--- src/rtl/gdr_pkg.sv ---
package gdr_pkg;
  localparam int MAG_W  = 16;
  localparam int FRAC_W = 8;

  typedef logic [MAG_W-1:0] mag_t;

  typedef struct packed {
    logic load;
  } gdr_strobe_t;

  function automatic mag_t satAdd(mag_t a, mag_t b);
    logic [MAG_W:0] s;
    s = {1'b0, a} + {1'b0, b};
    return s[MAG_W] ? '1 : s[MAG_W-1:0];
  endfunction

  function automatic mag_t absDiff(mag_t a, mag_t b);
    return (a >= b) ? (a - b) : (b - a);
  endfunction

  function automatic mag_t satTimes3(mag_t a);
    logic [MAG_W+1:0] t;
    t = {2'b00, a} + {1'b0, a, 1'b0};
    return (|t[MAG_W+1:MAG_W]) ? '1 : t[MAG_W-1:0];
  endfunction

  function automatic mag_t max3(mag_t a, mag_t b, mag_t c);
    mag_t m;
    m = (a > b) ? a : b;
    return (m > c) ? m : c;
  endfunction
endpackage

--- src/rtl/gdr_ctrl.sv ---
module gdr_ctrl
  import gdr_pkg::*;
(
  input  logic        clk,
  input  logic        rstN,
  input  logic        inValid,
  output gdr_strobe_t strobe,
  output logic        outValid
);
  always_comb begin
    strobe      = '0;
    strobe.load = inValid;
  end

  always_ff @(posedge clk or negedge rstN) begin
    if (!rstN) outValid <= 1'b0;
    else       outValid <= inValid;
  end


  valid_follow_chk: assert property (@(posedge clk) disable iff (!rstN)
    inValid |=> outValid);

  valid_drop_chk: assert property (@(posedge clk) disable iff (!rstN)
    !inValid |=> !outValid);
endmodule

--- src/rtl/gdr_datapath.sv ---
module gdr_datapath
  import gdr_pkg::*;
#(
  parameter int GND_RATIO  = 512,
  parameter int FAULT_LVL  = 384,
  parameter int LOAD_SHIFT = 3
) (
  input  logic        clk,
  input  logic        rstN,
  input  gdr_strobe_t strobe,
  input  mag_t        gndMag,
  input  logic        gndOpp,
  input  mag_t        neuMag,
  input  mag_t        seqZero,
  input  mag_t        seqNeg,
  input  mag_t        seqPos,
  input  logic        mulSel,
  output mag_t        diffOut,
  output mag_t        restOut
);
  localparam int   PROD_W  = 2 * MAG_W;
  localparam mag_t RATIO_C = MAG_W'(GND_RATIO);
  localparam mag_t FAULT_C = MAG_W'(FAULT_LVL);

  // Ground rescale to phase CT base
  logic [PROD_W-1:0] gndProd;
  logic [PROD_W-1:0] gndShift;
  mag_t              gndScaled;

  always_comb begin
    gndProd   = {{MAG_W{1'b0}}, gndMag} * {{MAG_W{1'b0}}, RATIO_C};
    gndShift  = gndProd >> FRAC_W;
    gndScaled = (|gndShift[PROD_W-1:MAG_W]) ? '1 : gndShift[MAG_W-1:0];
  end

  // Vector sum / difference of collinear phasors
  mag_t sumMag, difMag, diffNext, ir0Next;
  always_comb begin
    sumMag   = satAdd(gndScaled, neuMag);
    difMag   = absDiff(gndScaled, neuMag);
    diffNext = gndOpp ? difMag : sumMag;
    ir0Next  = gndOpp ? sumMag : difMag;
  end

  // Negative-sequence part
  mag_t ir2Next;
  always_comb ir2Next = mulSel ? satTimes3(seqNeg) : seqNeg;

  // Positive-sequence part
  mag_t ir1Next;
  logic faultLvl;
  always_comb begin
    faultLvl = seqPos > FAULT_C;
    if (!faultLvl)            ir1Next = seqPos >> LOAD_SHIFT;
    else if (seqPos > seqZero) ir1Next = satTimes3(seqPos - seqZero);
    else                      ir1Next = '0;
  end

  mag_t restNext;
  always_comb restNext = max3(ir0Next, ir1Next, ir2Next);

  mag_t ir0Q, ir1Q, ir2Q;
  always_ff @(posedge clk or negedge rstN) begin
    if (!rstN) begin
      diffOut <= '0;
      restOut <= '0;
      ir0Q    <= '0;
      ir1Q    <= '0;
      ir2Q    <= '0;
    end else if (strobe.load) begin
      diffOut <= diffNext;
      restOut <= restNext;
      ir0Q    <= ir0Next;
      ir1Q    <= ir1Next;
      ir2Q    <= ir2Next;
    end
  end


  rest_dominates_chk: assert property (@(posedge clk) disable iff (!rstN)
    (restOut >= ir0Q) && (restOut >= ir1Q) && (restOut >= ir2Q));

  rest_is_member_chk: assert property (@(posedge clk) disable iff (!rstN)
    (restOut == ir0Q) || (restOut == ir1Q) || (restOut == ir2Q));

  hold_when_idle_chk: assert property (@(posedge clk) disable iff (!rstN)
    !strobe.load |=> $stable(diffOut) && $stable(restOut));

  neg_unity_chk: assert property (@(posedge clk) disable iff (!rstN)
    (strobe.load && !mulSel) |=> ir2Q == $past(seqNeg));

  load_level_chk: assert property (@(posedge clk) disable iff (!rstN)
    (strobe.load && seqPos <= FAULT_C) |=> ir1Q <= $past(seqPos));

  pos_removed_chk: assert property (@(posedge clk) disable iff (!rstN)
    (strobe.load && seqPos > FAULT_C && seqPos <= seqZero) |=> ir1Q == '0);

  inphase_sum_chk: assert property (@(posedge clk) disable iff (!rstN)
    (strobe.load && !gndOpp) |=> diffOut >= $past(neuMag));
endmodule

--- src/rtl/gnd_diff_restraint.sv ---
module gnd_diff_restraint
  import gdr_pkg::*;
#(
  parameter int GND_RATIO  = 512,
  parameter int FAULT_LVL  = 384,
  parameter int LOAD_SHIFT = 3
) (
  input  logic        clk,
  input  logic        rstN,
  input  logic        inValid,
  input  logic [15:0] gndMag,
  input  logic        gndOpp,
  input  logic [15:0] neuMag,
  input  logic [15:0] seqZero,
  input  logic [15:0] seqNeg,
  input  logic [15:0] seqPos,
  input  logic        mulSel,
  output logic        outValid,
  output logic [15:0] diffOut,
  output logic [15:0] restOut
);
  gdr_strobe_t strobe;

  gdr_ctrl u_ctrl (
    .clk      (clk),
    .rstN     (rstN),
    .inValid  (inValid),
    .strobe   (strobe),
    .outValid (outValid)
  );

  gdr_datapath #(
    .GND_RATIO  (GND_RATIO),
    .FAULT_LVL  (FAULT_LVL),
    .LOAD_SHIFT (LOAD_SHIFT)
  ) u_dp (
    .clk     (clk),
    .rstN    (rstN),
    .strobe  (strobe),
    .gndMag  (gndMag),
    .gndOpp  (gndOpp),
    .neuMag  (neuMag),
    .seqZero (seqZero),
    .seqNeg  (seqNeg),
    .seqPos  (seqPos),
    .mulSel  (mulSel),
    .diffOut (diffOut),
    .restOut (restOut)
  );
endmodule

--- config.mk ---
export PLATFORM = sky130hd
export DESIGN_NAME = gnd_diff_restraint
export DESIGN_NICKNAME = d
export VERILOG_FILES = /design/src/rtl/gdr_pkg.sv /design/src/rtl/gdr_ctrl.sv /design/src/rtl/gdr_datapath.sv /design/src/rtl/gnd_diff_restraint.sv
export SDC_FILE = /design/constraint.sdc
export NUM_CORES = 1
export LEC_CHECK = 0
export CAP_MARGIN = 20
export CORE_MARGIN = 1
export CORE_UTILIZATION = 62
export CTS_CLUSTER_SIZE = 30
export DETAILED_ROUTE_END_ITERATION = 7
export GPL_ROUTABILITY_DRIVEN = 0
export PLACE_DENSITY = 0.85
export REMOVE_ABC_BUFFERS = 1
export SLEW_MARGIN = 40
export SYNTH_ARGS = -nofsm -noshare
export SYNTH_HDL_FRONTEND = slang
export SYNTH_HIERARCHICAL = 1
export SYNTH_SLANG_ARGS = --single-unit
--- constraint.sdc ---
create_clock -name clk -period 1.4 [get_ports clk]
set_clock_uncertainty 0.15 [all_clocks]
set_input_delay 0.21 -clock clk [delete_from_list [all_inputs] [get_ports clk]]
set_output_delay 0.21 -clock clk [all_outputs]
set_load 0.005 [all_outputs]
==> results of run 1 <==
==> cell families after synthesis <==
family | after synthesis
flip-flops | 33
AO/OA/AOI/OAI | 427
multiplexers | 18
buffers and inverters | 152
XOR/XNOR | 36
AND/OR/NAND/NOR | 333
adder cells (fa/ha/maj) | 136
==> synth_stat cells, drive strengths merged, types with 5 or more instances <==
library cell  number
and3               9
a211oi            21
nor4               7
nand2b            13
mux2i              8
clkbuf            27
o21ai             81
or3                8
nor2b             17
and2              14
o2bb2ai            5
dfrtp             33
nor3              24
ha               130
nor2              85
nand2             74
a211o              5
or4                5
a22o               6
xnor2             22
a21oi            106
o21bai             8
a31o               6
a221oi             7
inv              101
nand3             27
xor2              14
o311ai             5
or2               24
a31oi             21
a21boi             7
o221ai            11
buf               24
o31ai             10
o211ai            24
fa                 6
a21o              26
mux2              10
nand4             14
o21a              32
==> per-stage QoR <==
step	setup WS, ns	area [sq um]	std cells	TNS [ns]	util (%)
after global placement	-6.53	12700	1793	-141.99	96.0
after detailed placement	-7.45	12700	1793	-160.19	96.0
after floorplan	-6.32	8130	1084	-124.25	-
==> run summary, run 1 <==
Post-CTS Setup Bufs -> 90
XOR/XNOR Fraction of Synth Area -> 3.86%
Post-Syn Area -> 8370 sq um
Longest Clk Path Bufs -> 2
post-synthesis compound-gate area fraction -> 35.7%
Post-Synth Adder-Cell Area -> 20.9%
status -> aborted with a tool error
Post-synth EDFFs -> 0
post-cts hold buffer count -> 0
mux contribution to synthesized area -> 2.30%
Netlist cell types -> 94
port bufs -> 117
sequential share of the synthesized area -> 9.87%
largest family of logic cells by synthesized area -> compound AO/OA/AOI/OAI gates
Sinks on Clock Net -> 33
# IOs -> 118
Synth Flop Type -> dfrtp_1
Yosys top cell by area -> ha_1
FF+latch count, synth -> 33
Starting Density -> 63.4%
post-DP HPWL -> 33600 um
Num CTS Buffers -> 5
Log Error -> [ERROR DPL-0038] Utilization greater than 100%, impossible to legalize
Post-synth ARST share -> 100%
number of gates given a new drive strength after cts -> 438
CTS H-tree lvls -> 2
Gate Count Post-Synth -> 1135
top post-synthesis cells by area -> ha_1 19%, dfrtp_1 9.9%, a21oi_1 6.2%, inv_1 4.5%, o21ai_0 4.5%
row count -> 42
Syn Area/Cell -> 7.37 sq um
Clock Tree Root -> clkbuf_16
post-synth top area share -> 19.4%
die width -> 118 um
Fail Step -> clock tree synthesis (4_1_cts)
simple-gate share of the synthesized area -> 20.1%
Die Ht -> 118 um
synthesis warning total -> 6
==> run 2, diff against run 1 <==
--- a/config.mk
+++ b/config.mk
@@ -7,11 +7,10 @@
 export LEC_CHECK = 0
 export CAP_MARGIN = 20
 export CORE_MARGIN = 1
-export CORE_UTILIZATION = 62
-export CTS_CLUSTER_SIZE = 30
+export CORE_UTILIZATION = 40
 export DETAILED_ROUTE_END_ITERATION = 7
 export GPL_ROUTABILITY_DRIVEN = 0
-export PLACE_DENSITY = 0.85
+export PLACE_DENSITY_LB_ADDON = 0.15
 export REMOVE_ABC_BUFFERS = 1
 export SLEW_MARGIN = 40
 export SYNTH_ARGS = -nofsm -noshare
==> run 2 against run 1 <==
Against the previous run:
- the flow now finishes, with violations (setup timing)
- synthesized cell count unchanged
- synthesized area unchanged
==> run summary, run 2 <==
Post-Syn Area -> 8370 sq um (unchanged)
max frequency -> 136 MHz
commonest non-fill, non-tap cell in the layout -> buf_4
Buf+Inv Stages, Crit Path -> 8
CP top delay family -> compound AO/OA/AOI/OAI gates
CP Max Fanout -> 8
final period utilization -> 525%
Synth Flop Type -> dfrtp_1 (unchanged)
most frequent cells after synthesis -> 130 x ha_1, 103 x a21oi_1, 101 x inv_1, 85 x nor2_1, 75 x o21ai_0 (unchanged)
critical path class -> in2reg
Startpoint Class -> input pin
P_leak -> 7.27 nW
Multi-input gate area -> 8610 sq um
Post-synth ARST share -> 100% (unchanged)
Hold Vio Cnt, Final -> 0
global-route wire length before repair -> 54200 um
Worst-Margin Slew -> 0.627 ns
core area -> 20400 sq um
top post-synthesis cells by area -> ha_1 19%, dfrtp_1 9.9%, a21oi_1 6.2%, inv_1 4.5%, o21ai_0 4.5% (unchanged)
PD cells -> 1110 nW/um^2
port bufs -> 117 (unchanged)
vias in the first global route -> 11187
Clock transition at path regs -> 0.06 ns
synthesis warning total -> 6 (unchanged)
die width -> 147 um (was 118 um)
Sinks on Clock Net -> 33 (unchanged)
Max VDD drop -> 832 uV
vias per inst -> 5.71
post-synth top area share -> 19.4% (unchanged)
initial antenna violation count -> 0
sequential share of the synthesized area -> 9.87% (unchanged)
met3 Usage GRT -> 2.88%
Final ANT Viol Nets -> 0
ant diodes -> 0
Starting Density -> 41.1% (was 63.4%)
Total GRT Usage -> 30.6%
Congestion Overflow GR -> 0
Yosys top cell by area -> ha_1 (unchanged)
Worst setup EP type -> register
Seq. cell area -> 826 sq um
CTS H-tree lvls -> 2 (unchanged)
largest registers -> u_dp/diffOut (16), u_dp/restOut (16), u_ctrl/outValid (1)
max-slew violations -> 0
CTS tree -> built
final hold slack -> 0.176 ns
total power -> 17.3 mW
DRT Wirelength -> 36100 um
nets -> 1945
final setup fails -> 32
post-DP HPWL -> 24500 um (was 33600 um)
Syn-to-layout area delta -> 86.0%
Syn Area/Cell -> 7.37 sq um (unchanged)
Max Cap Viol -> 0
Clock Tree Root -> clkbuf_16 (unchanged)
RSZ-0062 raised after global routing -> true
Longest Clk Path Bufs -> 2 (unchanged)
First DRT Iteration DRCs -> 875
largest net degree at the start of global routing -> 34
clk_lat worst skew -> 0.28 ns
# IOs -> 118 (unchanged)
cell repeated most along the worst path -> a21oi_2
final-layout fill cell count -> 1364
Netlist cell types -> 94 (unchanged)
Gate Count Post-Synth -> 1135 (unchanged)
Post-synth EDFFs -> 0 (unchanged)
Final min period -> 7.35 ns
most frequent cells in the layout -> 465 x buf_4, 85 x inv_1, 83 x ha_1
Max-slew headroom -> 57.8%
die area -> 21500 sq um
drt pass-1 iters -> 6
row count -> 52 (was 42)
CP required -> 1.44 ns
setup slack after layout -> -5.95 ns
WL/cell -> 18.1 um
via count -> 11395
CP max stage delay -> 0.47 ns
status -> finished with violations (was aborted with a tool error)
GRT busiest layer -> met2
Placed Cells -> 1896 (was 1793)
Num CTS Buffers -> 5 (unchanged)
Worst EP arrival -> 7.39 ns
met1 usage -> 38.9%
met2 Track Usage GR -> 54.1%
DRC violations left -> 0
count leader, synth -> ha_1 (unchanged)
layout cell share with drive strength beyond 1 -> 47.7%
Setup WS pre-CTS -> -6.80 ns (was -7.45 ns)
CP max-delay cell -> clkdlybuf4s50_1
failing checks -> setup timing
FF+latch count, synth -> 33 (unchanged)
Hold Crit Class -> in2reg
Die Ht -> 147 um (was 118 um)
final non-filler cell total -> 1995
[run 2: metrics by stage]
stage          setup TNS (ns)  util, %  area [sq um]
2_1_floorplan         -124.25        -          8130
3_3_place_gp          -141.41     63.0         12800
6_report              -122.07     76.4         15600
5_1_grt               -126.38     76.4         15600
3_5_place_dp          -146.06     63.0         12800
4_1_cts               -115.37     72.3         14700
[run 2: power by group]
group / leakage [nW] / internal, mW / total [mW] / switching (mW)
Clock: 0.0841 / 0.890 / 1.33 / 0.440
Sequential: 0.378 / 1.27 / 1.50 / 0.226
Combinational: 6.81 / 7.65 / 14.5 / 6.80
[run 2: worst paths after layout]
kind                                           endpoint                         start  cells past startpoint  slack, ns
hold / removal                u_ctrl/outValid$_DFF_PN0_                       inValid                      2       0.18
setup reg to reg           u_dp/restOut[11]$_DFFE_PN0P_  u_dp/restOut[11]$_DFFE_PN0P_                      3       0.26
setup / recovery            u_dp/restOut[7]$_DFFE_PN0P_                   seqZero[11]                     39      -5.95
hold reg to reg            u_dp/diffOut[15]$_DFFE_PN0P_  u_dp/diffOut[15]$_DFFE_PN0P_                      2       0.34
max in group asynchronous   u_dp/restOut[0]$_DFFE_PN0P_                          rstN                      3       0.40
min in group asynchronous  u_dp/diffOut[13]$_DFFE_PN0P_                          rstN                      3       0.35
[run 2: cells by family (layout without fill, tap and decap cells)]
family	Yosys count	count (layout)	synth area share (%)
flip-flops	33	33	9.87
multiplexers	18	18	2.30
AND/OR/NAND/NOR	333	333	20.1
adder cells (fa/ha/maj)	136	136	20.9
buffers and inverters	152	742	7.34
AO/OA/AOI/OAI	427	427	35.7
XOR/XNOR	36	36	3.86
[run 2: final cells by class]
| type | instances | share of cell area (%) |
|---|---|---|
| multi-input combinational | 950 | 55.3 |
| clock buffer | 7 | 0.917 |
| timing repair buffer | 633 | 33.6 |
| inverter | 101 | 2.45 |
| tap | 270 | 2.17 |
| sequential | 33 | 5.31 |
| clock inverter | 1 | 0.193 |
[run 2: routing by layer]
layer / vias to the layer above / part of all wire (%)
li1: 5368 / -
met1: 5376 / 41
met2: 527 / 49
met3: 124 / 6.1
met4: 0 / 3.6
met5: - / 0
[run 2: repair_timing]
| action | CTS | global route |
|---|---|---|
| hold buffers | 1 | 0 |
| hold endpoints to repair | 33 | 0 |
| cloned | 0 | 1 |
| pin swaps | 138 | 107 |
| buffers inserted | 66 | 34 |
| resized for setup | 356 | 139 |
| setup endpoints to repair | 65 | 32 |
(Power assumes the default switching activity.)
